===== src/rtl/div_pkg.sv =====
package div_pkg;

    typedef enum logic [2:0] {
        MD_FRAC = 3'd0,
        MD_S32  = 3'd1,
        MD_U32  = 3'd2,
        MD_S16  = 3'd3,
        MD_U16  = 3'd4
    } div_mode_e;

endpackage


===== src/rtl/div_prep.sv =====
// Normalise step: widen dividend per mode, take magnitudes, early flags.
module div_prep
    import div_pkg::*;
#(
    parameter int W = 16
) (
    input  logic [2:0]   mode,
    input  logic [W-1:0] hi,
    input  logic [W-1:0] lo,
    input  logic [W-1:0] dsr,
    output logic [W-1:0] rem0,
    output logic [W-1:0] acc0,
    output logic [W-1:0] dmag,
    output logic         neg_q,
    output logic         neg_r,
    output logic         sgn,
    output logic         dz,
    output logic         pre_ovf
);
    localparam int DW = 2 * W;

    logic           is_frac;
    logic           is_wide;
    logic [DW-1:0]  ext_lo;
    logic [DW-1:0]  dvd;
    logic [DW-1:0]  mag;
    logic [W-1:0]   amag;
    logic           sn;
    logic           sd;

    always_comb begin
        is_frac = (mode == MD_FRAC);
        is_wide = (mode == MD_S32) || (mode == MD_U32);
        sgn     = is_frac || (mode == MD_S32) || (mode == MD_S16);
        ext_lo  = {{W{sgn & lo[W-1]}}, lo};
        if (is_wide)      dvd = {hi, lo};
        else if (is_frac) dvd = ext_lo << (W - 1);
        else              dvd = ext_lo;
        sn      = sgn & dvd[DW-1];
        sd      = sgn & dsr[W-1];
        mag     = sn ? (~dvd + 1'b1) : dvd;
        dmag    = sd ? (~dsr + 1'b1) : dsr;
        amag    = (sgn & lo[W-1]) ? (~lo + 1'b1) : lo;
        dz      = (dsr == '0);
        neg_q   = sn ^ sd;
        neg_r   = sn;
        if (is_frac) pre_ovf = !dz && (amag >= dmag);
        else         pre_ovf = !dz && (mag[DW-1:W] >= dmag);
        rem0    = mag[DW-1:W];
        acc0    = mag[W-1:0];
    end
endmodule


===== src/rtl/div_step.sv =====
// One restoring shift-subtract iteration.
module div_step #(
    parameter int W = 16
) (
    input  logic [W-1:0] rem,
    input  logic [W-1:0] acc,
    input  logic [W-1:0] dmag,
    output logic [W-1:0] rem_n,
    output logic [W-1:0] acc_n
);
    logic [W:0] sh;
    logic [W:0] diff;
    logic       ge;

    always_comb begin
        sh    = {rem, acc[W-1]};
        diff  = sh - {1'b0, dmag};
        ge    = (sh >= {1'b0, dmag});
        rem_n = ge ? diff[W-1:0] : sh[W-1:0];
        acc_n = {acc[W-2:0], ge};
    end
endmodule


===== src/rtl/div_fix.sv =====
// Final step: range check and sign correction.
module div_fix #(
    parameter int W = 16
) (
    input  logic [W-1:0] qmag,
    input  logic [W-1:0] rmag,
    input  logic         neg_q,
    input  logic         neg_r,
    input  logic         sgn,
    input  logic         dz,
    input  logic         pre_ovf,
    output logic [W-1:0] quot,
    output logic [W-1:0] rmd,
    output logic         ovf
);
    localparam logic [W-1:0] MINMAG = {1'b1, {(W-1){1'b0}}};

    logic rng;
    logic bad;

    always_comb begin
        rng  = sgn && (neg_q ? (qmag > MINMAG) : (qmag >= MINMAG));
        ovf  = !dz && (pre_ovf || rng);
        bad  = dz || ovf;
        quot = bad ? '1 : (neg_q ? (~qmag + 1'b1) : qmag);
        rmd  = bad ? '1 : (neg_r ? (~rmag + 1'b1) : rmag);
    end
endmodule


===== src/rtl/iter_div.sv =====
module iter_div
    import div_pkg::*;
#(
    parameter int W = 16
) (
    input  logic         clk,
    input  logic         rst_n,
    input  logic         start,
    input  logic         hold,
    input  logic [2:0]   mode,
    input  logic [15:0]  dvd_hi,
    input  logic [15:0]  dvd_lo,
    input  logic [15:0]  divisor,
    output logic [15:0]  quotient,
    output logic [15:0]  remainder,
    output logic         busy,
    output logic         done,
    output logic         div_zero,
    output logic         ovf
);
    localparam int STEPS = W + 2;
    localparam int LAST  = STEPS - 1;
    localparam int CW    = $clog2(STEPS + 1);

    typedef struct packed {
        logic          busy;
        logic [CW-1:0] cnt;
        logic [2:0]    mode;
        logic [W-1:0]  raw_hi;
        logic [W-1:0]  raw_lo;
        logic [W-1:0]  raw_dsr;
        logic [W-1:0]  dmag;
        logic [W-1:0]  rem;
        logic [W-1:0]  acc;
        logic          neg_q;
        logic          neg_r;
        logic          sgn;
        logic          dz;
        logic          povf;
        logic          done;
        logic [W-1:0]  quot;
        logic [W-1:0]  rmd;
        logic          dz_o;
        logic          ovf_o;
    } st_t;

    st_t st_d, st_q;

    logic [W-1:0] p_rem0, p_acc0, p_dmag;
    logic         p_negq, p_negr, p_sgn, p_dz, p_povf;
    logic [W-1:0] s_rem, s_acc;
    logic [W-1:0] f_quot, f_rmd;
    logic         f_ovf;

    div_prep #(.W(W)) u_prep (
        .mode    (st_q.mode),
        .hi      (st_q.raw_hi),
        .lo      (st_q.raw_lo),
        .dsr     (st_q.raw_dsr),
        .rem0    (p_rem0),
        .acc0    (p_acc0),
        .dmag    (p_dmag),
        .neg_q   (p_negq),
        .neg_r   (p_negr),
        .sgn     (p_sgn),
        .dz      (p_dz),
        .pre_ovf (p_povf)
    );

    div_step #(.W(W)) u_step (
        .rem   (st_q.rem),
        .acc   (st_q.acc),
        .dmag  (st_q.dmag),
        .rem_n (s_rem),
        .acc_n (s_acc)
    );

    div_fix #(.W(W)) u_fix (
        .qmag    (st_q.acc),
        .rmag    (st_q.rem),
        .neg_q   (st_q.neg_q),
        .neg_r   (st_q.neg_r),
        .sgn     (st_q.sgn),
        .dz      (st_q.dz),
        .pre_ovf (st_q.povf),
        .quot    (f_quot),
        .rmd     (f_rmd),
        .ovf     (f_ovf)
    );

    always_comb begin
        st_d      = st_q;
        st_d.done = 1'b0;
        if (!st_q.busy) begin
            if (start) begin
                st_d.busy    = 1'b1;
                st_d.cnt     = '0;
                st_d.mode    = mode;
                st_d.raw_hi  = dvd_hi;
                st_d.raw_lo  = dvd_lo;
                st_d.raw_dsr = divisor;
            end
        end else if (!hold) begin
            st_d.cnt = st_q.cnt + 1'b1;
            if (st_q.cnt == '0) begin
                st_d.rem   = p_rem0;
                st_d.acc   = p_acc0;
                st_d.dmag  = p_dmag;
                st_d.neg_q = p_negq;
                st_d.neg_r = p_negr;
                st_d.sgn   = p_sgn;
                st_d.dz    = p_dz;
                st_d.povf  = p_povf;
            end else if (st_q.cnt == CW'(LAST)) begin
                st_d.busy  = 1'b0;
                st_d.done  = 1'b1;
                st_d.cnt   = '0;
                st_d.quot  = f_quot;
                st_d.rmd   = f_rmd;
                st_d.dz_o  = st_q.dz;
                st_d.ovf_o = f_ovf;
            end else begin
                st_d.rem = s_rem;
                st_d.acc = s_acc;
            end
        end
    end

    always_ff @(posedge clk or negedge rst_n) begin
        if (!rst_n) st_q <= '0;
        else        st_q <= st_d;
    end

    assign quotient  = st_q.quot;
    assign remainder = st_q.rmd;
    assign busy      = st_q.busy;
    assign done      = st_q.done;
    assign div_zero  = st_q.dz_o;
    assign ovf       = st_q.ovf_o;

    p_done_one_cycle_r4: assert property (@(posedge clk) disable iff (!rst_n)
        done |=> !done);
    p_done_idle_r4: assert property (@(posedge clk) disable iff (!rst_n)
        done |-> !busy);
    p_cnt_bound_r4: assert property (@(posedge clk) disable iff (!rst_n)
        busy |-> (st_q.cnt <= CW'(LAST)));
    p_hold_freeze_r5: assert property (@(posedge clk) disable iff (!rst_n)
        (busy && hold) |=> (busy && $stable(st_q.cnt) && $stable(st_q.rem) && $stable(st_q.acc)));
    p_start_ignored_r10: assert property (@(posedge clk) disable iff (!rst_n)
        (busy && start) |=> ($stable(st_q.raw_hi) && $stable(st_q.raw_lo)
                             && $stable(st_q.raw_dsr) && $stable(st_q.mode)));
    p_zero_out_r8: assert property (@(posedge clk) disable iff (!rst_n)
        (done && div_zero) |-> (!ovf && quotient == '1 && remainder == '1));
    p_ovf_out_r9: assert property (@(posedge clk) disable iff (!rst_n)
        (done && ovf) |-> (quotient == '1 && remainder == '1));
    p_rem_sign_r6: assert property (@(posedge clk) disable iff (!rst_n)
        (done && !ovf && !div_zero && st_q.neg_r && remainder != '0) |-> remainder[15]);
endmodule


===== config.mk =====
export PLATFORM = sky130hd
export DESIGN_NAME = iter_div
export DESIGN_NICKNAME = d
export VERILOG_FILES = /design/src/rtl/div_pkg.sv /design/src/rtl/div_prep.sv /design/src/rtl/div_step.sv /design/src/rtl/div_fix.sv /design/src/rtl/iter_div.sv
export SDC_FILE = /design/constraint.sdc
export NUM_CORES = 1
export LEC_CHECK = 0
export BUFFER_PORTS_ARGS = -buffer_cell sky130_fd_sc_hd__buf_4
export CAP_MARGIN = 20
export CORE_MARGIN = 8
export CORE_UTILIZATION = 45
export DETAILED_ROUTE_END_ITERATION = 10
export GPL_TIMING_DRIVEN = 1
export PLACE_DENSITY = 0.65
export RECOVER_POWER = 25
export SETUP_SLACK_MARGIN = 0.3
export SYNTH_ARGS = -nofsm -noshare
export SYNTH_HDL_FRONTEND = slang
export SYNTH_SLANG_ARGS = --single-unit

===== constraint.sdc =====
create_clock -name clk -period 8.15 [get_ports clk]
set_input_delay 0.815 -clock clk [delete_from_list [all_inputs] [get_ports clk]]
set_output_delay 0.815 -clock clk [all_outputs]
set_load 0.005 [all_outputs]

* Yosys cells after proc, flatten, opt, wreduce, memory -nomap -nowiden *
Index checks and enable logic that the tools add are counted.

word-level totals
  register bits after elaboration = 145
  input port bits = 55
  output and inout port bits = 36
  word-level logic and storage cells = 92

operators by class
  add/sub/neg operators = 7
  $lt $le $gt $ge = 5
  eq/ne operators = 6
  muxes and demuxes = 23
  bitwise gates (word level) = 12
  reduce and logical (&&, ||, !) cells = 20

operator list
  cell                                                       number
  2-to-1 mux 35 bit                                          4
  2-to-1 mux 32 bit                                          4
  2-to-1 mux 16 bit                                          7
  adder 16 x 1 -> 16 bit, second input constant              4
  NOT 16 bit                                                 4
  2-to-1 mux 57 bit                                          1
  adder 32 x 1 -> 32 bit, second input constant              1
  greater-or-equal comparator 16 bit                         2
  NOT 32 bit                                                 1
  2-to-1 mux 31 bit                                          1
  2-to-1 mux 6 bit                                           4
  greater-or-equal comparator 17 x 16 -> 1 bit               1
  greater-or-equal comparator 16 bit, second input constant  1
  greater-than comparator 16 bit, second input constant      1
  zero test 16 bit                                           1
  subtractor 16 bit                                          1
  equality test 3 x 2 -> 1 bit, second input constant        2
  AND reduction 3 bit                                        2
  adder 5 x 1 -> 5 bit, second input constant                1
  equality test 5 bit, second input constant                 1
  zero test 5 bit                                            1
  logical OR 1 bit                                           5
  logical AND 1 bit                                          4
  != test 2 bit, second input constant                       2
  other kinds (10)                                           17

* Logic depth before layout (Yosys ltp) *
Gate-level depths: netlist (run 1).

  depth in word-level cells = 12
  depth in mapped cells = 18
  mapped depth without buffers = 15

* Hierarchy *
A second synthesis (run 1) with hierarchy kept.

second synthesis, totals
  cell total of the unflattened synthesis = 1115
  area total of the unflattened synthesis = 10899.2 um^2

modules (own cells, without submodules)
  module    instances  cells each  area each (um^2)  sequential area each (um^2)
  iter_div  1          436         6200.9            3628.5
  div_prep  1          366         2508.7            0.0
  div_step  1          172         1285.0            0.0
  div_fix   1          141         904.6             0.0

* Least setup slack after synthesis (run 1) *
OpenSTA, ideal clock, no wires.

  path kind = register to register
  from = register st_q[136] in the netlist's numbering
  to = register st_q[35] in the netlist's numbering
  library setup time = 0.129 ns
  arrival = 3.515 ns
  required time = 8.021 ns
  slack = 4.506 ns
  stages on the path, launching flop included = 19
  path buffers = 3
  clock period less this slack = 3.644 ns
  path through = dfrtp_1 or3_1 clkbuf_1 clkbuf_1 nand2_1 ha_1 clkbuf_1 nand2_1 o22ai_1 nor2_1 xor2_1 ha_1 nand2b_1 a21o_1 a21oi_1 o21ai_0 a2111o_1 a21oi_1 o41ai_1

on the way
  cells in the longest elaborated chain, start to end = 12
  elaborated cells between the ends (all ways) = 22
  those cells by class = add/sub: 1; order compare: 2; eq/ne: 3; mux: 6; bitwise: 4; reduce/logical: 6

ends and longest elaborated chain
  element                                                          RTL line                                        RTL
  start, declared                                                  iter_div.sv:47                                  st_t st_d, st_q;
  start signal, assigned                                           iter_div.sv:131                                 else st_q <= st_d;
  equality test 3 x 1 -> 1 bit or zero test 3 bit (tied branches)  div_prep.sv:33, div_prep.sv:34, div_prep.sv:32
  logical OR 1 bit (2 in series)                                   div_prep.sv:34                                  sgn = is_frac || (mode == MD_S32) || (mode == MD_S16);
  AND 1 bit                                                        div_prep.sv:35, div_prep.sv:43
  2-to-1 mux 31 bit                                                div_prep.sv:37                                  else if (is_frac) dvd = ext_lo << (W - 1);
  2-to-1 mux 32 bit                                                div_prep.sv:36                                  if (is_wide) dvd = {hi, lo};
  NOT 32 bit                                                       div_prep.sv:41                                  mag = sn ? (~dvd + 1'b1) : dvd;
  adder 32 x 1 -> 32 bit                                           div_prep.sv:41
  2-to-1 mux 32 bit                                                div_prep.sv:41
  greater-or-equal comparator 16 bit                               div_prep.sv:48                                  else pre_ovf = !dz && (mag[DW-1:W] >= dmag);
  logical AND 1 bit                                                div_prep.sv:48
  2-to-1 mux 1 bit (*)                                             div_prep.sv:47                                  if (is_frac) pre_ovf = !dz && (amag >= dmag);

Every way passes the cells marked *; elsewhere a longest branch is shown, timed or not.
A chain may end at the register's enable or synchronous reset.

==> qor.yml, run 1 <==
run_status:
  run_status: "finished, violations left"
  failed_checks: "capacitance limit, slew limit"
die:
  die_area_sq_mm: 0.0281
  ios: 91
  die_h_um: 168
  die_w_um: 168
  start_util_pct: 45.8
  rows: 55
  coreArea_sq_mm: 0.0226
detailed_routing:
  drtAntennaViolNets: 0
  drt-wirelength-per-cell_um: 20.0
  drcViolationCount: 0
  via_per_inst: 5.88
  vias: 8742
  drt_iter0_markers: 1002
  drt_wl_total_um: 29800
  first_pass_iters: 5
setup_path:
  crit_chain: "clkbuf_1"
  rrSetupSlack_ns: 3.73
  worstPathArrival_ns: 4.37
  cp_num_buf_inv: 1
  cp-end-kind: "async pin"
  reg2reg_depth: 14
  crit_family: "buffers and inverters"
  start_kind: "input pin"
  rr_endpoint: "st_q[35]"
  max_stage_delay_ns: 3.45
  reg2reg_from: "st_q[136]"
  worst_ep_required_time_ns: 7.48
  crit_fanout: 96
  worstSetupPathType: "in -> async"
  slowest_stage: "clkbuf_1"
yosys:
  synth-edff-count: 0
  ys_ff_latch: 145
  synth-seq-area-share_pct: 35.0
  synthCells: 1164
  netlist_area_sq_mm: 0.0104
  syn-num-nets: 1276
  avgSynthCellArea_sq_um: 8.90
  yosys_warnings: 0
  ys_types: 78
  synth_flop_cell: "dfrtp_1"
  async_flop_share_pct: 100
layout:
  nNetsFinal: 1301
  area_delta_synth_final_pct: 12.1
  final_cell_mix: "dfrtp_1, nand2_1, buf_4"
  drive_above_1_share_pct: 16.7
  n_antenna_cell: 0
  layout_commonest_cell: "dfrtp_1"
clock_tree:
  cts_resized: 0
  cts-root-buf: "clkbuf_16"
  insertion_delay_ns: 0.43
  tritoncts: "done"
  clk_pin_slew_ns: 0.06
  cts_buffer_depth: 2
  htree_levels: 4
  cts_setup_buffers: 0
  holdBufCountCts: 0
  cts_buffers: 17
  cts.sinks: 145
pwr:
  power.total_uw: 5310
  leakage_uw: 0.00518
  p_per_area_mw_per_mm2: 457
  vdd_ir_drop_max_mv: 0.182
timing:
  hold_violations: 0
  fin_tns_setup_ns: 0
  min_period_ns: 5.04
  slew_viol_final: 97
  fin_skew_ns: 0.0111
  rsz0062_at_grt: "false"
  finalWorstSetupSlack_ns: 3.11
  period_share_pct: 61.8
  setup_viol: 0
  tightest_slew_ns: 5.03
  slew_headroom_pct: -236
  max_freq_mhz: 198
place:
  numPortBuffers: 90
  dp_slack_ns: 3.85
  globalplace.congestion: 1.00
  hpwl_um: 22300
global_routing:
  grtUsageTotal_pct: 21.1
  grt_pass1_wl_um: 47500
  grt_max_degree: 97
  antenna_found_initial: 0
  globalRouteOverflowTotal: 0
  grt_pass1_vias: 8473
min_path:
  hold_class: "reg -> reg"
  worstHoldPathCells: 2
  hold_end: "st_q[79]"
  hold_start: "st_q[79]"
flow_run:
  cap_violations: 1
cell families after synthesis:
group / count (synthesis) / synth area share (%)
and+or+nand+nor: 343 / 16.1
AOI/OAI and AO/OA: 309 / 19.5
DFF: 145 / 35.0
buffers and inverters: 142 / 6.71
xor gates and xnor gates: 92 / 7.77
muxes: 76 / 7.93
adders and majority gates: 57 / 6.95
layout make-up:
class | instances | area, sq um
Fill cell | 2143 | 11000
Multi-Input combinational cell | 877 | 6060
Sequential cell | 145 | 3630
Timing Repair Buffer | 102 | 790
Clock buffer | 18 | 429
Tap cell | 285 | 357
Clock inverter | 13 | 185
Inverter | 46 | 173
synthesized netlist by cell type, drive strengths merged, types with 18 or more instances:
cell type  instances  area [sq um]
inv               45           169
xor2              57           499
xnor2             35           307
o21ai             83           415
nor2              96           360
buf               53           362
ha                56           701
o31ai             19           153
dfrtp            145          3630
mux2i             30           304
nand2            119           447
a211oi            19           148
clkbuf            43           161
nor3              18           100
a21oi             86           434
mux2              46           518
how the worst max path moves through the flow:
stage | start | to | slack, ns | cells past startpoint
CTS | st_q[138] | st_q[35] | 3.81 | 15
global placement | st_q[138] | st_q[35] | 3.91 | 15
detailed placement | st_q[136] | st_q[35] | 3.85 | 14
floorplan | st_q[136] | st_q[35] | 4.51 | 18
global route | rst_n | st_q[124] | 2.03 | 1
finish | rst_n | st_q[124] | 3.11 | 1
metrics by stage:
stage,cells,area [sq um],util [%],hold WS [ns]
2_1_floorplan,1164,10400,-,0.444
3_3_place_gp,1453,11000,48.5,0.463
3_5_place_dp,1453,11000,48.5,0.473
4_1_cts,1484,11600,51.2,0.488
5_1_grt,1486,11600,51.3,0.514
6_report,1486,11600,51.3,0.482
report_power, final:
part / leakage [uW] / internal, uW / switching [uW]
Combinational: 0.00305 / 1310 / 1760
Sequential: 0.00183 / 982 / 425
Clock: 0.000297 / 512 / 324
sequential cells by signal, summed over array words and instances, names as in the netlist:
register / count
ovf: 1
div_zero: 1
done: 1
busy: 1
remainder: 16
quotient: 16
st_q: 109
per-layer routing:
| metal | GRT usage [%] | up-vias | part of all wire [%] |
|---|---|---|---|
| li1 | - | 4180 | - |
| met1 | 29.8 | 4188 | 47 |
| met2 | 31.3 | 314 | 44 |
| met3 | 5.27 | 60 | 7.5 |
| met4 | 6.17 | 0 | 2.0 |
| met5 | 0 | - | 0 |
worst register-to-register path, cell delays in order, from the launching register on:
cell and delay [ns]:
dfrtp_1 0.60, buf_4 0.35, nor3_2 0.51, mux2i_2 0.42, or4b_4 0.55, nor4b_1 0.33
o21ai_1 0.13, xor2_1 0.27, ha_1 0.30, a21o_1 0.16, a21o_1 0.17, a21oi_1 0.14
o211ai_1 0.10, a21oi_1 0.15, o41ai_1 0.08
Note: power is estimated with default switching activity, not from simulation.
==> inputs of run 2 (changes only) <==
Clock period 8.15 ns to 5 ns, I/O delays scaled along.
==> run 2 against run 1 <==
  * The flow still finishes with violations (capacitance limit, slew limit)
  * Critical path depth is 14 higher
  * Cell area hardly changed
  * Non-clock buffer count is 6 higher
  * Sequential share of layout area hardly changed
  * Clock skew is 0.0033 ns lower
  * Sequential power is 58% higher
  * Setup slack worse by 2.3 ns
  * Global-route usage is 0.18 points lower
  * Flip-flop and latch count stayed put
==> qor.yml, run 2 (synthesis results as in run 1) <==
run_status:
  run_status: "finished, violations left"
  failed_checks: "capacitance limit, slew limit"
timing:
  min_period_ns: 4.15
  fin_tns_setup_ns: 0  # unchanged
  max_freq_mhz: 241
  rsz0062_at_grt: "false"
  setup_viol: 0  # unchanged
  slew_viol_final: 99  # +2.1%
  tightest_slew_ns: 2.44  # -2.59 ns
  hold_violations: 0  # unchanged
  slew_headroom_pct: -62.7  # +170 points
  period_share_pct: 83.0
  fin_skew_ns: 0.00781  # -0.00327 ns
clock_tree:
  cts-root-buf: "clkbuf_16"
  insertion_delay_ns: 0.42  # about the same
  cts_resized: 0  # unchanged
  tritoncts: "done"
  cts_buffer_depth: 2  # unchanged
  cts_setup_buffers: 0  # unchanged
  holdBufCountCts: 0  # unchanged
  cts.sinks: 145  # unchanged
  cts_buffers: 17  # unchanged
  clk_pin_slew_ns: 0.07  # about the same
  htree_levels: 4  # unchanged
die:
  coreArea_sq_mm: 0.0226  # unchanged
  start_util_pct: 45.8  # unchanged
  die_w_um: 168  # unchanged
  ios: 91  # unchanged
  die_h_um: 168  # unchanged
  rows: 55  # unchanged
  die_area_sq_mm: 0.0281  # unchanged
min_path:
  hold_class: "in -> reg"
  worstHoldPathCells: 3  # +1
  hold_start: "dvd_hi[11]"
  hold_end: "st_q[131]"
layout:
  area_delta_synth_final_pct: 12.1  # about the same
  post-route-util_pct: 51.3  # about the same
  top_register: "st_q"
  n_antenna_cell: 0  # unchanged
  layout_commonest_cell: "dfrtp_1"
  nNetsFinal: 1307  # +0.46%
  drive_above_1_share_pct: 17.4  # +0.65 points
  largest_reg_flops: 109  # unchanged
  final_cell_mix: "dfrtp_1, nand2_1, buf_4"
detailed_routing:
  drt_wl_total_um: 29300  # -1.5%
  routed.top_layer: "met5"
  dr_wl_met3_um: 2100  # -6.5%
  wl_met1_um: 13900  # about the same
  drtAntennaViolNets: 0  # unchanged
  first_pass_iters: 5  # unchanged
  vias: 8713  # -0.33%
  wl_met2_um: 13000  # -0.77%
  via_per_inst: 5.84  # -0.80%
  drt_iter0_markers: 833  # -17%
  drt-wirelength-per-cell_um: 19.6  # -2.0%
  drcViolationCount: 0  # unchanged
pwr:
  p_per_area_mw_per_mm2: 734  # +61%
  p_clk_share_pct: 14.5  # -1.2 points
  seqPwrFrac_pct: 26.1  # -0.4 points
  vdd_ir_drop_max_mv: 0.280  # +54%
  p_switching_uw: 4080  # +63%
  leakage_uw: 0.00518  # +0.14%
  switching_share_pct: 47.8  # +0.55 points
  comb_power_share_pct: 59.3  # +1.5 points
  p_int_uw: 4450  # +59%
global_routing:
  globalRouteOverflowTotal: 0  # unchanged
  antenna_found_initial: 2  # +2
  grt_pass1_vias: 8402  # -0.84%
  grt_max_degree: 99  # +2.1%
  grt_pass1_wl_um: 46900  # -1.3%
  grtUsageTotal_pct: 20.9  # -0.18 points
setup_path:
  slowest_stage: "or3_1"
  worst_ep_required_time_ns: 5.29  # -2.19 ns
  reg2reg_depth: 15  # +1
  start_kind: "register"
  cp-end-kind: "register"
  crit_chain: "or3_1, nand2_1, ha_1, nand2_1, o22ai_1, nor2_1, xor2_1, ha_1, nand2b_1, a21o_1, a21oi_1, o21ai_0, a2111o_1, a21oi_1, o41ai_1"
  rrSetupSlack_ns: 0.85  # -2.88 ns
  reg2reg_from: "st_q[138]"
  max_stage_delay_ns: 0.61  # -2.84 ns
  rr_endpoint: "st_q[35]"
  crit_fanout: 14  # -85%
  worstSetupPathType: "reg -> reg"
  worstPathArrival_ns: 4.44  # +0.07 ns
place:
  hpwl_um: 22300  # -0.35%
  numPortBuffers: 90  # unchanged
  globalplace.congestion: 0.976  # -2.4%
flow_run:
  cap_violations: 1  # unchanged
## run 2: changes by cell type in the layout (fill, tap and decap cells not counted), sizes merged
cell / before / now
buf: 101 / 107
clkinvlp: 2 / 3
inv: 47 / 50
bufinv: 4 / 1
## run 2: layout make-up
cell class | count | area (sq um)
Fill cell | 2147 | 11000
Multi-Input combinational cell | 877 | 6060
Sequential cell | 145 | 3630
Timing Repair Buffer | 108 | 828
Clock buffer | 18 | 439
Tap cell | 285 | 357
Inverter | 46 | 173
Clock inverter | 14 | 129
## run 2: how the worst max path moves through the flow
stage | start | endpoint | slack [ns] | cells after the start
global placement | st_q[138] | st_q[35] | 0.92 | 15
CTS | st_q[138] | st_q[35] | 0.87 | 15
detailed placement | st_q[138] | st_q[35] | 0.91 | 15
global route | st_q[138] | st_q[35] | 0.60 | 15
finish | st_q[138] | st_q[35] | 0.85 | 15
floorplan | st_q[136] | st_q[35] | 1.36 | 18
## run 2: worst max-delay path: cells and delay by family, from the launching register on
family	cells	cell delay, ns
XOR/XNOR	1	0.22
adder cells (fa/ha/maj)	2	0.64
AO/OA/AOI/OAI	7	1.52
flip-flops	1	0.51
AND/OR/NAND/NOR	5	1.12
## run 2: power by group through the flow
| stage | Combinational, uW | Sequential [uW] | Clock (uW) |
|---|---|---|---|
| finish | 5060 | 2230 | 1240 |
| CTS | 5030 | 2210 | 1260 |
| detailed placement | 5000 | 2230 | 0 |
| global placement | 4930 | 2220 | 0 |
| floorplan | 3940 | 1930 | 0 |
| global route | 5630 | 2290 | 1320 |
## run 2: through the flow
| step | cells | total power (uW) | worst slack (ns) | hold slack [ns] | cell area, sq um |
|---|---|---|---|---|---|
| finish | 1493 | 8530 | 0.850 | 0.277 | 11600 |
| floorplan | 1164 | 5870 | 1.36 | 0.204 | 10400 |
| global placement | 1459 | 7150 | 0.918 | 0.463 | 11000 |
| CTS | 1491 | 8510 | 0.867 | 0.189 | 11600 |
| detailed placement | 1459 | 7230 | 0.915 | 0.470 | 11000 |
| global route | 1493 | 9230 | 0.597 | 0.270 | 11600 |
## run 2: layer usage
metal / track usage [%] / up-vias
met5: 0 / -
met4: 5.40 / 4
met3: 5.62 / 39
met2: 31.7 / 301
met1: 29.1 / 4168
li1: - / 4201
